**src/rtl/cfg_space_pkg.sv**
```systemverilog
package cfg_space_pkg;

  localparam logic [7:0] CAPID_PM   = 8'h01;
  localparam logic [7:0] CAPID_MSI  = 8'h05;
  localparam logic [7:0] CAPID_MSIX = 8'h11;

  // capability header: ID low byte, next pointer high byte
  function automatic logic [15:0] cap_hdr(input logic [7:0] id, input logic [7:0] nxt);
    return {nxt, id};
  endfunction

  // right-aligned byte mask for an access size; zero for an illegal size
  function automatic logic [31:0] size_mask(input logic [2:0] sz);
    case (sz)
      3'd1:    return 32'h0000_00FF;
      3'd2:    return 32'h0000_FFFF;
      3'd4:    return 32'hFFFF_FFFF;
      default: return 32'h0;
    endcase
  endfunction

  function automatic logic [11:0] msix_vecs(input logic [10:0] tsize);
    return {1'b0, tsize} + 12'd1;
  endfunction

  function automatic logic [31:0] win_base(input logic [31:0] r);
    return r & ~32'h3;
  endfunction

  function automatic logic [32:0] tbl_bytes(input logic [11:0] vecs, input int vec_bytes);
    return 33'(int'(vecs) * vec_bytes);
  endfunction

  function automatic logic [32:0] pba_bytes(input logic [11:0] vecs, input int per_entry,
                                            input int entry_bytes);
    int n;
    n = int'(vecs) / per_entry;
    if ((int'(vecs) % per_entry) != 0) n = n + 1;
    return 33'(n * entry_bytes);
  endfunction

endpackage

```
**src/rtl/cfg_access_dec.sv**
```systemverilog
module cfg_access_dec
  import cfg_space_pkg::*;
#(
  parameter int ADDR_W    = 16,
  parameter int CFG_BYTES = 4096,
  parameter int DEV_BASE  = 64,
  localparam int OFF_W    = $clog2(CFG_BYTES)
) (
  input  logic [ADDR_W-1:0] addr,
  input  logic [2:0]        size,
  output logic              legal,
  output logic              in_dev,
  output logic [OFF_W-1:0]  dw_off,
  output logic [4:0]        lane_sh,
  output logic [31:0]       narrow_mask,
  output logic [31:0]       lane_mask
);

  logic in_range;
  logic aligned;

  always_comb begin
    in_range = (addr < ADDR_W'(CFG_BYTES));
    case (size)
      3'd1:    aligned = 1'b1;
      3'd2:    aligned = (addr[0] == 1'b0);
      3'd4:    aligned = (addr[1:0] == 2'b00);
      default: aligned = 1'b0;
    endcase
    legal       = in_range && aligned;
    dw_off      = {addr[OFF_W-1:2], 2'b00};
    in_dev      = (int'(addr[OFF_W-1:0]) >= DEV_BASE);
    lane_sh     = {addr[1:0], 3'b000};
    narrow_mask = size_mask(size);
    lane_mask   = narrow_mask << lane_sh;
  end

endmodule

```
**src/rtl/cfg_msix_win.sv**
```systemverilog
module cfg_msix_win
  import cfg_space_pkg::*;
#(
  parameter bit ENABLE        = 1'b1,
  parameter int VEC_BYTES     = 16,
  parameter int PBA_PER_ENTRY = 64,
  parameter int PBA_ENTRY_B   = 8
) (
  input  logic        clk,
  input  logic        rst_n,
  input  logic [10:0] tbl_size,
  input  logic [31:0] tbl_reg,
  input  logic [31:0] pba_reg,
  input  logic [31:0] mem_addr,
  output logic        tbl_hit,
  output logic        pba_hit
);

  generate
    if (ENABLE) begin : g_on
      logic [11:0] vecs;
      logic [32:0] tbl_lo, tbl_hi, pba_lo, pba_hi, probe;

      always_comb begin
        vecs   = msix_vecs(tbl_size);
        tbl_lo = {1'b0, win_base(tbl_reg)};
        tbl_hi = tbl_lo + tbl_bytes(vecs, VEC_BYTES);
        pba_lo = {1'b0, win_base(pba_reg)};
        pba_hi = pba_lo + pba_bytes(vecs, PBA_PER_ENTRY, PBA_ENTRY_B);
        probe  = {1'b0, mem_addr};
      end

      assign tbl_hit = (probe >= tbl_lo) && (probe < tbl_hi);
      assign pba_hit = (probe >= pba_lo) && (probe < pba_hi);

      // hit must never report an address below the cleared register base
      p_tbl_floor_r9: assert property (@(posedge clk) disable iff (!rst_n)
        tbl_hit |-> (mem_addr >= (tbl_reg & ~32'h3)));
      p_pba_floor_r10: assert property (@(posedge clk) disable iff (!rst_n)
        pba_hit |-> (mem_addr >= (pba_reg & ~32'h3)));
    end else begin : g_off
      assign tbl_hit = 1'b0;
      assign pba_hit = 1'b0;
    end
  endgenerate

endmodule

```
**src/rtl/cfg_space_resp.sv**
```systemverilog
module cfg_space_resp
  import cfg_space_pkg::*;
#(
  parameter int          ADDR_W      = 16,
  parameter int          CFG_BYTES   = 4096,
  parameter int          DEV_BASE    = 64,
  parameter logic [31:0] ID_WORD     = 32'h1AB4_5E01,
  parameter int          PM_BASE     = 'h40,
  parameter int          MSI_BASE    = 'h48,
  parameter int          MSIX_BASE   = 'h60,
  parameter logic [15:0] PM_CAPS     = 16'h0003,
  parameter logic [10:0] MX_TSIZE    = 11'd69,
  parameter logic [31:0] MX_TBL_INIT = 32'h0000_2000,
  parameter logic [31:0] MX_PBA_INIT = 32'h0000_3000,
  parameter int          TBL_VEC_B   = 16,
  parameter int          PBA_PER     = 64,
  parameter int          PBA_ENT_B   = 8
) (
  input  logic              clk,
  input  logic              rst_n,
  input  logic              req_valid,
  input  logic              req_write,
  input  logic [ADDR_W-1:0] req_addr,
  input  logic [2:0]        req_size,
  input  logic [31:0]       req_wdata,
  input  logic [31:0]       mem_addr,
  output logic              rsp_valid,
  output logic              rsp_err,
  output logic [31:0]       rsp_rdata,
  output logic              tbl_hit,
  output logic              pba_hit
);

  localparam int  OFF_W   = $clog2(CFG_BYTES);
  localparam int  HDR_DW  = DEV_BASE / 4;
  localparam int  HIDX_W  = $clog2(HDR_DW);
  localparam int  PTR_DW  = 'h34 / 4;
  localparam bit  MX_ON   = (MSIX_BASE != 0);
  localparam int  MSI_NXT = MX_ON ? MSIX_BASE : 0;

  // decoder outputs
  logic             legal, in_dev;
  logic [OFF_W-1:0] dw_off;
  logic [4:0]       lane_sh;
  logic [31:0]      narrow_mask, lane_mask;

  cfg_access_dec #(.ADDR_W(ADDR_W), .CFG_BYTES(CFG_BYTES), .DEV_BASE(DEV_BASE)) u_dec (
    .addr(req_addr), .size(req_size), .legal(legal), .in_dev(in_dev), .dw_off(dw_off),
    .lane_sh(lane_sh), .narrow_mask(narrow_mask), .lane_mask(lane_mask)
  );

  // register file
  logic [31:0] hdr_q [HDR_DW];
  logic [15:0] pmcs_q;
  logic [15:0] msi_ctrl_q;
  logic [31:0] msi_addr_q;
  logic [31:0] msi_uaddr_q;
  logic [15:0] msi_data_q;
  logic [1:0]  mx_ctrl_q;
  logic [31:0] mx_tbl_q;
  logic [31:0] mx_pba_q;

  logic [HIDX_W-1:0] hdr_idx;
  logic [31:0]       rd_word;
  logic              cap_hit;
  logic [31:0]       wr_new;
  logic              wr_go;
  int                off;

  assign hdr_idx = dw_off[HIDX_W+1:2];
  assign off     = int'(dw_off);
  assign wr_go   = req_valid && req_write && legal;

  // addressed dword, also the base for byte-merged writes
  always_comb begin
    rd_word = 32'h0;
    cap_hit = 1'b0;
    if (!in_dev) begin
      if (hdr_idx == '0)                        rd_word = ID_WORD;
      else if (int'(hdr_idx) == PTR_DW)         rd_word = {24'h0, 8'(PM_BASE)};
      else                                      rd_word = hdr_q[hdr_idx];
    end else if (off == PM_BASE) begin
      rd_word = {PM_CAPS, cap_hdr(CAPID_PM, 8'(MSI_BASE))};  cap_hit = 1'b1;
    end else if (off == PM_BASE + 4) begin
      rd_word = {16'h0, pmcs_q};                             cap_hit = 1'b1;
    end else if (off == MSI_BASE) begin
      rd_word = {msi_ctrl_q, cap_hdr(CAPID_MSI, 8'(MSI_NXT))}; cap_hit = 1'b1;
    end else if (off == MSI_BASE + 4) begin
      rd_word = msi_addr_q;                                  cap_hit = 1'b1;
    end else if (off == MSI_BASE + 8) begin
      rd_word = msi_uaddr_q;                                 cap_hit = 1'b1;
    end else if (off == MSI_BASE + 12) begin
      rd_word = {16'h0, msi_data_q};                         cap_hit = 1'b1;
    end else if (MX_ON && off == MSIX_BASE) begin
      rd_word = {mx_ctrl_q, 3'b000, MX_TSIZE, cap_hdr(CAPID_MSIX, 8'h00)}; cap_hit = 1'b1;
    end else if (MX_ON && off == MSIX_BASE + 4) begin
      rd_word = mx_tbl_q;                                    cap_hit = 1'b1;
    end else if (MX_ON && off == MSIX_BASE + 8) begin
      rd_word = mx_pba_q;                                    cap_hit = 1'b1;
    end
    wr_new = (rd_word & ~lane_mask) | ((req_wdata << lane_sh) & lane_mask);
  end

  always_ff @(posedge clk) begin
    if (!rst_n) begin
      for (int i = 0; i < HDR_DW; i++) hdr_q[i] <= 32'h0;
      pmcs_q      <= 16'h0;
      msi_ctrl_q  <= 16'h0;
      msi_addr_q  <= 32'h0;
      msi_uaddr_q <= 32'h0;
      msi_data_q  <= 16'h0;
      mx_ctrl_q   <= 2'b00;
      mx_tbl_q    <= MX_TBL_INIT;
      mx_pba_q    <= MX_PBA_INIT;
    end else if (wr_go) begin
      if (!in_dev) begin
        for (int i = 1; i < HDR_DW; i++)
          if (i != PTR_DW && int'(hdr_idx) == i) hdr_q[i] <= wr_new;
      end else if (off == PM_BASE + 4)       pmcs_q      <= wr_new[15:0];
      else if (off == MSI_BASE)              msi_ctrl_q  <= wr_new[31:16];
      else if (off == MSI_BASE + 4)          msi_addr_q  <= {wr_new[31:2], 2'b00};
      else if (off == MSI_BASE + 8)          msi_uaddr_q <= wr_new;
      else if (off == MSI_BASE + 12)         msi_data_q  <= wr_new[15:0];
      else if (MX_ON && off == MSIX_BASE)    mx_ctrl_q   <= wr_new[31:30];
      else if (MX_ON && off == MSIX_BASE + 4) mx_tbl_q   <= wr_new;
      else if (MX_ON && off == MSIX_BASE + 8) mx_pba_q   <= wr_new;
    end
  end

  // response stage
  logic        rsp_valid_q, rsp_err_q, rsp_unimpl_q;
  logic [31:0] rsp_rdata_q;
  logic [2:0]  rsp_size_q;

  always_ff @(posedge clk) begin
    if (!rst_n) begin
      rsp_valid_q  <= 1'b0;
      rsp_err_q    <= 1'b0;
      rsp_unimpl_q <= 1'b0;
      rsp_rdata_q  <= 32'h0;
      rsp_size_q   <= 3'd0;
    end else begin
      rsp_valid_q  <= req_valid;
      rsp_err_q    <= req_valid && !legal;
      rsp_unimpl_q <= req_valid && legal && in_dev && !cap_hit;
      rsp_size_q   <= req_size;
      rsp_rdata_q  <= (req_valid && legal && !req_write) ? ((rd_word >> lane_sh) & narrow_mask)
                                                         : 32'h0;
    end
  end

  assign rsp_valid = rsp_valid_q;
  assign rsp_err   = rsp_err_q;
  assign rsp_rdata = rsp_rdata_q;

  cfg_msix_win #(.ENABLE(MX_ON), .VEC_BYTES(TBL_VEC_B), .PBA_PER_ENTRY(PBA_PER),
                 .PBA_ENTRY_B(PBA_ENT_B)) u_win (
    .clk(clk), .rst_n(rst_n), .tbl_size(MX_TSIZE), .tbl_reg(mx_tbl_q), .pba_reg(mx_pba_q),
    .mem_addr(mem_addr), .tbl_hit(tbl_hit), .pba_hit(pba_hit)
  );

  p_rsp_follows_req_r8: assert property (@(posedge clk) disable iff (!rst_n)
    req_valid |=> rsp_valid);
  p_no_spurious_rsp_r8: assert property (@(posedge clk) disable iff (!rst_n)
    !req_valid |=> !rsp_valid);
  p_err_zero_data_r7: assert property (@(posedge clk) disable iff (!rst_n)
    rsp_err |-> (rsp_valid && rsp_rdata == 32'h0));
  p_err_no_write_r7: assert property (@(posedge clk) disable iff (!rst_n)
    rsp_err |-> (pmcs_q == $past(pmcs_q) && mx_tbl_q == $past(mx_tbl_q)
                 && msi_addr_q == $past(msi_addr_q) && msi_data_q == $past(msi_data_q)));
  p_byte_read_narrow_r3: assert property (@(posedge clk) disable iff (!rst_n)
    (rsp_valid && rsp_size_q == 3'd1) |-> (rsp_rdata[31:8] == 24'h0));
  p_unimpl_zero_r5: assert property (@(posedge clk) disable iff (!rst_n)
    rsp_unimpl_q |-> (rsp_rdata == 32'h0 && !rsp_err));

endmodule

```
**config.mk**
```make
export PLATFORM = sky130hd
export DESIGN_NAME = cfg_space_resp
export DESIGN_NICKNAME = d
export VERILOG_FILES = /design/src/rtl/cfg_space_pkg.sv /design/src/rtl/cfg_access_dec.sv /design/src/rtl/cfg_msix_win.sv /design/src/rtl/cfg_space_resp.sv
export SDC_FILE = /design/constraint.sdc
export NUM_CORES = 1
export LEC_CHECK = 0
export BUFFER_PORTS_ARGS = -buffer_cell sky130_fd_sc_hd__buf_2
export CORE_MARGIN = 2
export CORE_UTILIZATION = 40
export DETAILED_ROUTE_END_ITERATION = 10
export GPL_TIMING_DRIVEN = 0
export PLACE_DENSITY = 0.51
export SLEW_MARGIN = 10
export SYNTH_ARGS = -nofsm -noshare
export SYNTH_HDL_FRONTEND = slang
export SYNTH_HIERARCHICAL = 1
export SYNTH_SLANG_ARGS = --single-unit
```
**constraint.sdc**
```tcl
create_clock -name clk -period 7.6 [get_ports clk]
set_input_delay 2.28 -clock clk [delete_from_list [all_inputs] [get_ports clk]]
set_output_delay 2.28 -clock clk [all_outputs]
set_load 0.01 [all_outputs]
```
**Word-level counts from Yosys, hierarchy flattened**

Memory sizes are Yosys's and may differ from the RTL's.
Cells that the tools add are included.

- Register bits: 210
- Memory bits (writable): 512
- Bits of input ports: 87
- Logic and storage cells: 197
- Memories: 1

Memories:

| name | words | width | rd ports | clocked after Yosys merged registers in | wr ports | RTL line | source |
|---|---|---|---|---|---|---|---|
| hdr_q | 16 | 32 | 1 | 0 | 16 | cfg_space_resp.sv:53 | `logic [31:0] hdr_q [HDR_DW];` |

- Add/sub/neg operators: 2
- Magnitude comparators: 6
- Equality and inequality tests: 27
- Shifts and indexed selects: 3
- Mux-type cells: 99
- Bitwise gates (word level): 27
- Reduce and logical (&&, ||, !) cells: 21

Operator list:

| operator | count |
|---|---|
| 2-to-1 mux 32 bit | 26 |
| bitwise AND 32 bit | 3 |
| case mux 32 bit (3 select lines) | 1 |
| equality test 10 x 6 -> 1 bit (second input constant) | 9 |
| 2-to-1 mux 1 bit | 71 |
| less-than comparator 32 x 33 -> 1 bit | 2 |
| greater-or-equal comparator 32 bit | 2 |
| left shift 32 x 5 -> 32 bit | 2 |
| adder 32 x 11 -> 33 bit (second input constant) | 1 |
| adder 32 x 5 -> 33 bit (second input constant) | 1 |
| equality test 4 bit (second input constant) | 8 |
| inverter 32 bit | 1 |
| OR 32 bit | 1 |
| >> shifter 32 x 5 -> 32 bit | 1 |
| equality test 4 x 3 -> 1 bit (second input constant) | 4 |
| less-than comparator 16 x 13 -> 1 bit (second input constant) | 1 |
| OR 1 bit | 14 |
| greater-or-equal comparator 12 x 7 -> 1 bit (second input constant) | 1 |
| AND reduction 10 bit | 1 |
| AND reduction 9 bit | 1 |
| equality test 4 x 2 -> 1 bit (second input constant) | 2 |
| logical AND 1 bit | 8 |
| inverter 1 bit | 8 |
| AND reduction 8 bit | 1 |
| other kinds (14) | 15 |

**Depth between registers and ports, before layout**

- Depth after elaboration: 14
- Depth in mapped cells: 24
- Gate-level depth less buffers: 24

**By module**

The synthesis kept the hierarchy.

Modules (own cells, without submodules):

| module | instances | cells an instance | area each (um2) |
|---|---|---|---|
| cfg_space_resp | 1 | 2,970 | 32,519.9 |
| cfg_msix_win | 1 | 604 | 4,516.8 |
| cfg_access_dec | 1 | 105 | 744.5 |

**Worst setup path before layout**

OpenSTA, ideal clock, no wires.

- Path kind: in2reg
- From: in req_addr[15]
- To: mem hdr_q[10][0] (enable)
- Library setup time: 470 ps
- Arrival: 5,964 ps
- Setup slack: 1,166 ps
- Stages: 6
- Cell sequence: or4_1 > a21oi_1 > and3_1 > clkbuf_1 > nand2_1 > o31ai_1

RTL lines:

| what | RTL line | source |
|---|---|---|
| start: declaration | cfg_space_resp.sv:23 | `input logic [ADDR_W-1:0] req_addr,` |
| end: declaration | cfg_space_resp.sv:53 |  |

==> summary.md <==
| Metric | Value |
|---|---|
| Sum of negative setup slack | 0 ns |
| I/O pin count | 123 |
| Final Wtd Congestion | 1.00 |
| Most used standard cells in the synthesized netlist | sky130_fd_sc_hd__nand2_1, sky130_fd_sc_hd__edfxtp_1, sky130_fd_sc_hd__nor2_1 |
| Portion of synthesized cell area occupied by the leading cell type | 0.356 |
| Reported net switching power | 2.31 mW |
| Count of buffer and inverter cells on the critical path | 5 |
| Remaining antenna violation count after routing | 0 |
| Half-perimeter wire length after detailed placement | 119000 µm |
| Critical path fanouts, max | 10 |
| Leftover overflow at the end of global routing | 0 |
| Wire length of the first global-routing pass | 227000 µm |
| Final max-slew violation count | 0 |
| Pre-Repair DR Iteration Count | 7 |
| Prevailing post-synth register cell | sky130_fd_sc_hd__edfxtp_1 |
| Kind of end point of the critical path | register |
| H-tree depth reported by CTS | 3 |
| Starting density of the core | 0.404 |
| Max Root-Sink Buffers | 3 |
| Min Tclk post-route | 7.44 ns |
| Async set or reset register ratio after synthesis | 0 |
| CP Data Arrival Time | 7.92 ns |
| Core Rows | 112 |
| Number of clock buffers inserted by TritonCTS | 76 |
| Worst reg2reg endpoint | hdr_q[12][11]$_DFFE_PP_ |
| Status | finished with violations |
| Number of DRC markers in iteration 0 | 4095 |
| Reg-to-reg startpoint | hdr_q[15][11]$_DFFE_PP_ |
| Worst-Skew Late Latency | 0.69 ns |
| Flop pwr share | 0.461 |
| Required time of the critical path | 8.08 ns |
| Horiz. Die Dim | 311 µm |
| Synth Cell Area | 37800 µm² |
| Setup slack of the worst register-to-register path | 3.32 ns |
| Proportion of total power due to net switching | 0.269 |
| Endpoint, Worst Hold | msi_ctrl_q[4]$_SDFFE_PN0P_ |
| Hold path startpoint | msi_ctrl_q[4]$_SDFFE_PN0P_ |
| Number of clock sinks | 658 |
| Final core utilization | 0.461 |
| Cell chain of the critical path | buf_4 -> buf_6 -> nor2_1 -> clkbuf_2 -> clkdlybuf4s15_1 -> o2bb2ai_1 -> a22oi_1 -> o21ai_0 -> a31oi_1 -> o2bb2ai_2 -> nand2_1 -> inv_1 |
| Area of the die | 96900 µm² |
| Synthesized area per cell | 10.3 µm² |
| Pin count of the biggest net entering global routing | 33 |
| Cell depth of the worst min-delay path | 2 |
| Port-buffer cells | 116 |
| Die outline height | 311 µm |
| # nets final | 4164 |
| Post-CTS Repair Setup Buffers | 0 |
| Type of the setup path with the least slack | input port to register |
| Core footprint | 93500 µm² |
| Critical path startpoint category | input port |
| Number of global-route vias before repair | 30200 |
| Path type of the worst min-delay path | register to register |
| Internal Dissipation | 6.28 mW |
| Tightest Pin Transition | 1.46 ns |
| Library cell used as clock root buffer | sky130_fd_sc_hd__clkbuf_16 |
| Crit path max-delay cell type | sky130_fd_sc_hd__clkdlybuf4s15_1 |
| Biggest cell delay along the critical path | 0.91 ns |
| Cell area power density | 199 nW/µm² |
| Mean routed wirelength per cell | 30.7 µm |
| P&R area growth vs syn | 14.1% |
| R2r worst-path depth | 8 |
| Sequential element share of the synthesized area | 0.467 |
| Synthesis warning total | 6 |
| Antenna violations before repair | 4 |
| Routed via count | 31800 |
| Main area contributors after synthesis | sky130_fd_sc_hd__edfxtp_1, sky130_fd_sc_hd__dfxtp_1, sky130_fd_sc_hd__mux4_2 |
| Final Routed Wirelength | 161000 µm |
| Total global routing track utilization | 0.325 |
| Number of maximum-capacitance violations | 2 |
| Violated checks | capacitance limit |
| Tightest slew margin relative to the limit | 0.00159 |
| Proportion of power drawn by the clock network | 0.422 |
| Number of cells produced by synthesis | 3679 |
| Worst clock skew on the final layout | 0.0474 ns |
| Final count of negative-setup-slack endpoints | 0 |
| Period utilization | 0.979 |
| Cell with the most instances after synthesis | sky130_fd_sc_hd__nand2_1 |
| CTS tree | built |
| Hold violation count in the final report | 0 |
| Largest delay share family, worst path | compound AO/OA/AOI/OAI gates |
| Register bit count reported by yosys | 658 |
| Fraction of layout cells with a size suffix above 1 | 0.159 |
| Drc violations | 0 |
| Cell leakage power | 15.3 nW |
| Number of fill cells | 8994 |
| Overall Power | 8.59 mW |
| Worst supply voltage drop on vdd | 0.153 mV |
| Setup repair after global routing missed its margin | no |
| Max Freq | 134 MHz |
| Netlist cell types | 114 |
| Number of enable flip-flop cells after synthesis | 448 |
| Via/cell ratio | 6.06 |
| Cell type with the largest total area after synthesis | sky130_fd_sc_hd__edfxtp_1 |
| Logic gate share of total power | 0.118 |
| Clock edge transition at the registers on the reported setup and hold paths | 0.06 ns |
| Min Hold Slack | 0.464 ns |
## flip-flops by register name (all words and copies together), names as in the netlist, 16 cells and up
register,flops
msi_ctrl_q,16
mx_tbl_q,32
hdr_q,448
mx_pba_q,32
rsp_rdata,32
msi_uaddr_q,32
msi_data_q,16
pmcs_q,16
msi_addr_q,30
## per-stage QoR
| stage | cell area (µm²) | instances | setup slack [ns] |
|---|---|---|---|
| final | 43100 | 5250 | 0.160 |
| after global routing | 43100 | 5248 | 0.298 |
| after CTS | 43100 | 5248 | 0.0547 |
| after detailed placement | 40700 | 5112 | -1.01 |
| after global placement | 40100 | 5091 | -3.79 |
| after floorplan | 37900 | 3721 | 1.17 |
## power by group through the flow
stage                     combinational [mW]  clock (mW)  sequential (mW)
after detailed placement               0.968           0             4.04
after global placement                 0.931           0             4.05
final                                   1.01        3.62             3.96
after global routing                    1.06        3.76             3.97
after CTS                              0.971        3.63             3.96
after floorplan                        0.572           0             4.03
## worst min-delay path: cells and delay by family (launching register included)
family,cells,cell delay (ns)
and+or+nand+nor,1,0.05
AOI/OAI and AO/OA,1,0.06
DFF,1,0.31
## cell type report
class | instances | area [µm²] | area share
tap | 1254 | 1570 | 0.0364
timing repair buffer | 137 | 1040 | 0.0240
inverter | 123 | 462 | 0.0107
clock inverter | 39 | 379 | 0.00880
multi-input combinational | 2632 | 18300 | 0.424
antenna | 2 | 5.00 | 0.000116
clock buffer | 97 | 2010 | 0.0467
buffer | 308 | 1710 | 0.0397
sequential | 658 | 17700 | 0.410
## cell usage in the layout, fill, tap and decap left out, drive strengths merged, types with 21 or more instances in the layout
cell type | synthesis | layout
nand2 | 581 | 581
edfxtp | 448 | 448
nor2 | 433 | 433
buf | 151 | 288
clkbuf | 157 | 253
dfxtp | 210 | 210
a21boi | 167 | 167
ha | 139 | 139
inv | 122 | 127
o21ai | 118 | 118
a21oi | 110 | 110
mux4 | 101 | 101
mux2i | 87 | 87
mux2 | 74 | 74
nand3 | 70 | 70
a221oi | 54 | 54
nor3 | 53 | 53
xnor2 | 49 | 49
conb | 4 | 46
nand2b | 34 | 34
nand4 | 32 | 32
and3 | 31 | 31
nor2b | 30 | 30
a211oi | 30 | 30
clkinv | 1 | 30
a22o | 28 | 28
o22ai | 25 | 25
o211ai | 25 | 25
a22oi | 23 | 23
a21o | 21 | 21
## routing by layer
layer  wire length, µm  up-vias  global-route usage
met4              8400        0               0.150
li1                  -    13900                   -
met1             66500    15900               0.446
met3             14400      368              0.0549
met5                 0        -                   0
met2             71600     1688               0.504
## logic make-up after synthesis
family,after synthesis,synth area share
compound gates,772,0.149
xor+xnor,67,0.0155
fa+ha+maj,141,0.0471
buf+inv,431,0.0573
flops,658,0.467
mux,262,0.106
other cells,4,0.000397
simple gates,1344,0.158
## timing repair
| item | 4_1_cts | 5_1_grt |
|---|---|---|
| hold buffers | 0 | 0 |
| cloned | 0 | 0 |
| pin swaps | 0 | 0 |
| gates resized for setup | 1 | 5 |
| setup endpoints to repair | 14 | 19 |
## worst max-delay path by stage
stage / from / end / depth (start not counted)
floorplan: req_addr[15] / hdr_q[10][0]$_DFFE_PP_ / 6
global placement: req_addr[7] / hdr_q[15][31]$_DFFE_PP_ / 8
detailed placement: req_addr[2] / hdr_q[10][14]$_DFFE_PP_ / 11
CTS: req_addr[2] / hdr_q[11][14]$_DFFE_PP_ / 11
global route: req_addr[2] / hdr_q[15][13]$_DFFE_PP_ / 12
finish: req_addr[2] / hdr_q[15][13]$_DFFE_PP_ / 12
Power figures use the tool's default switching activity.
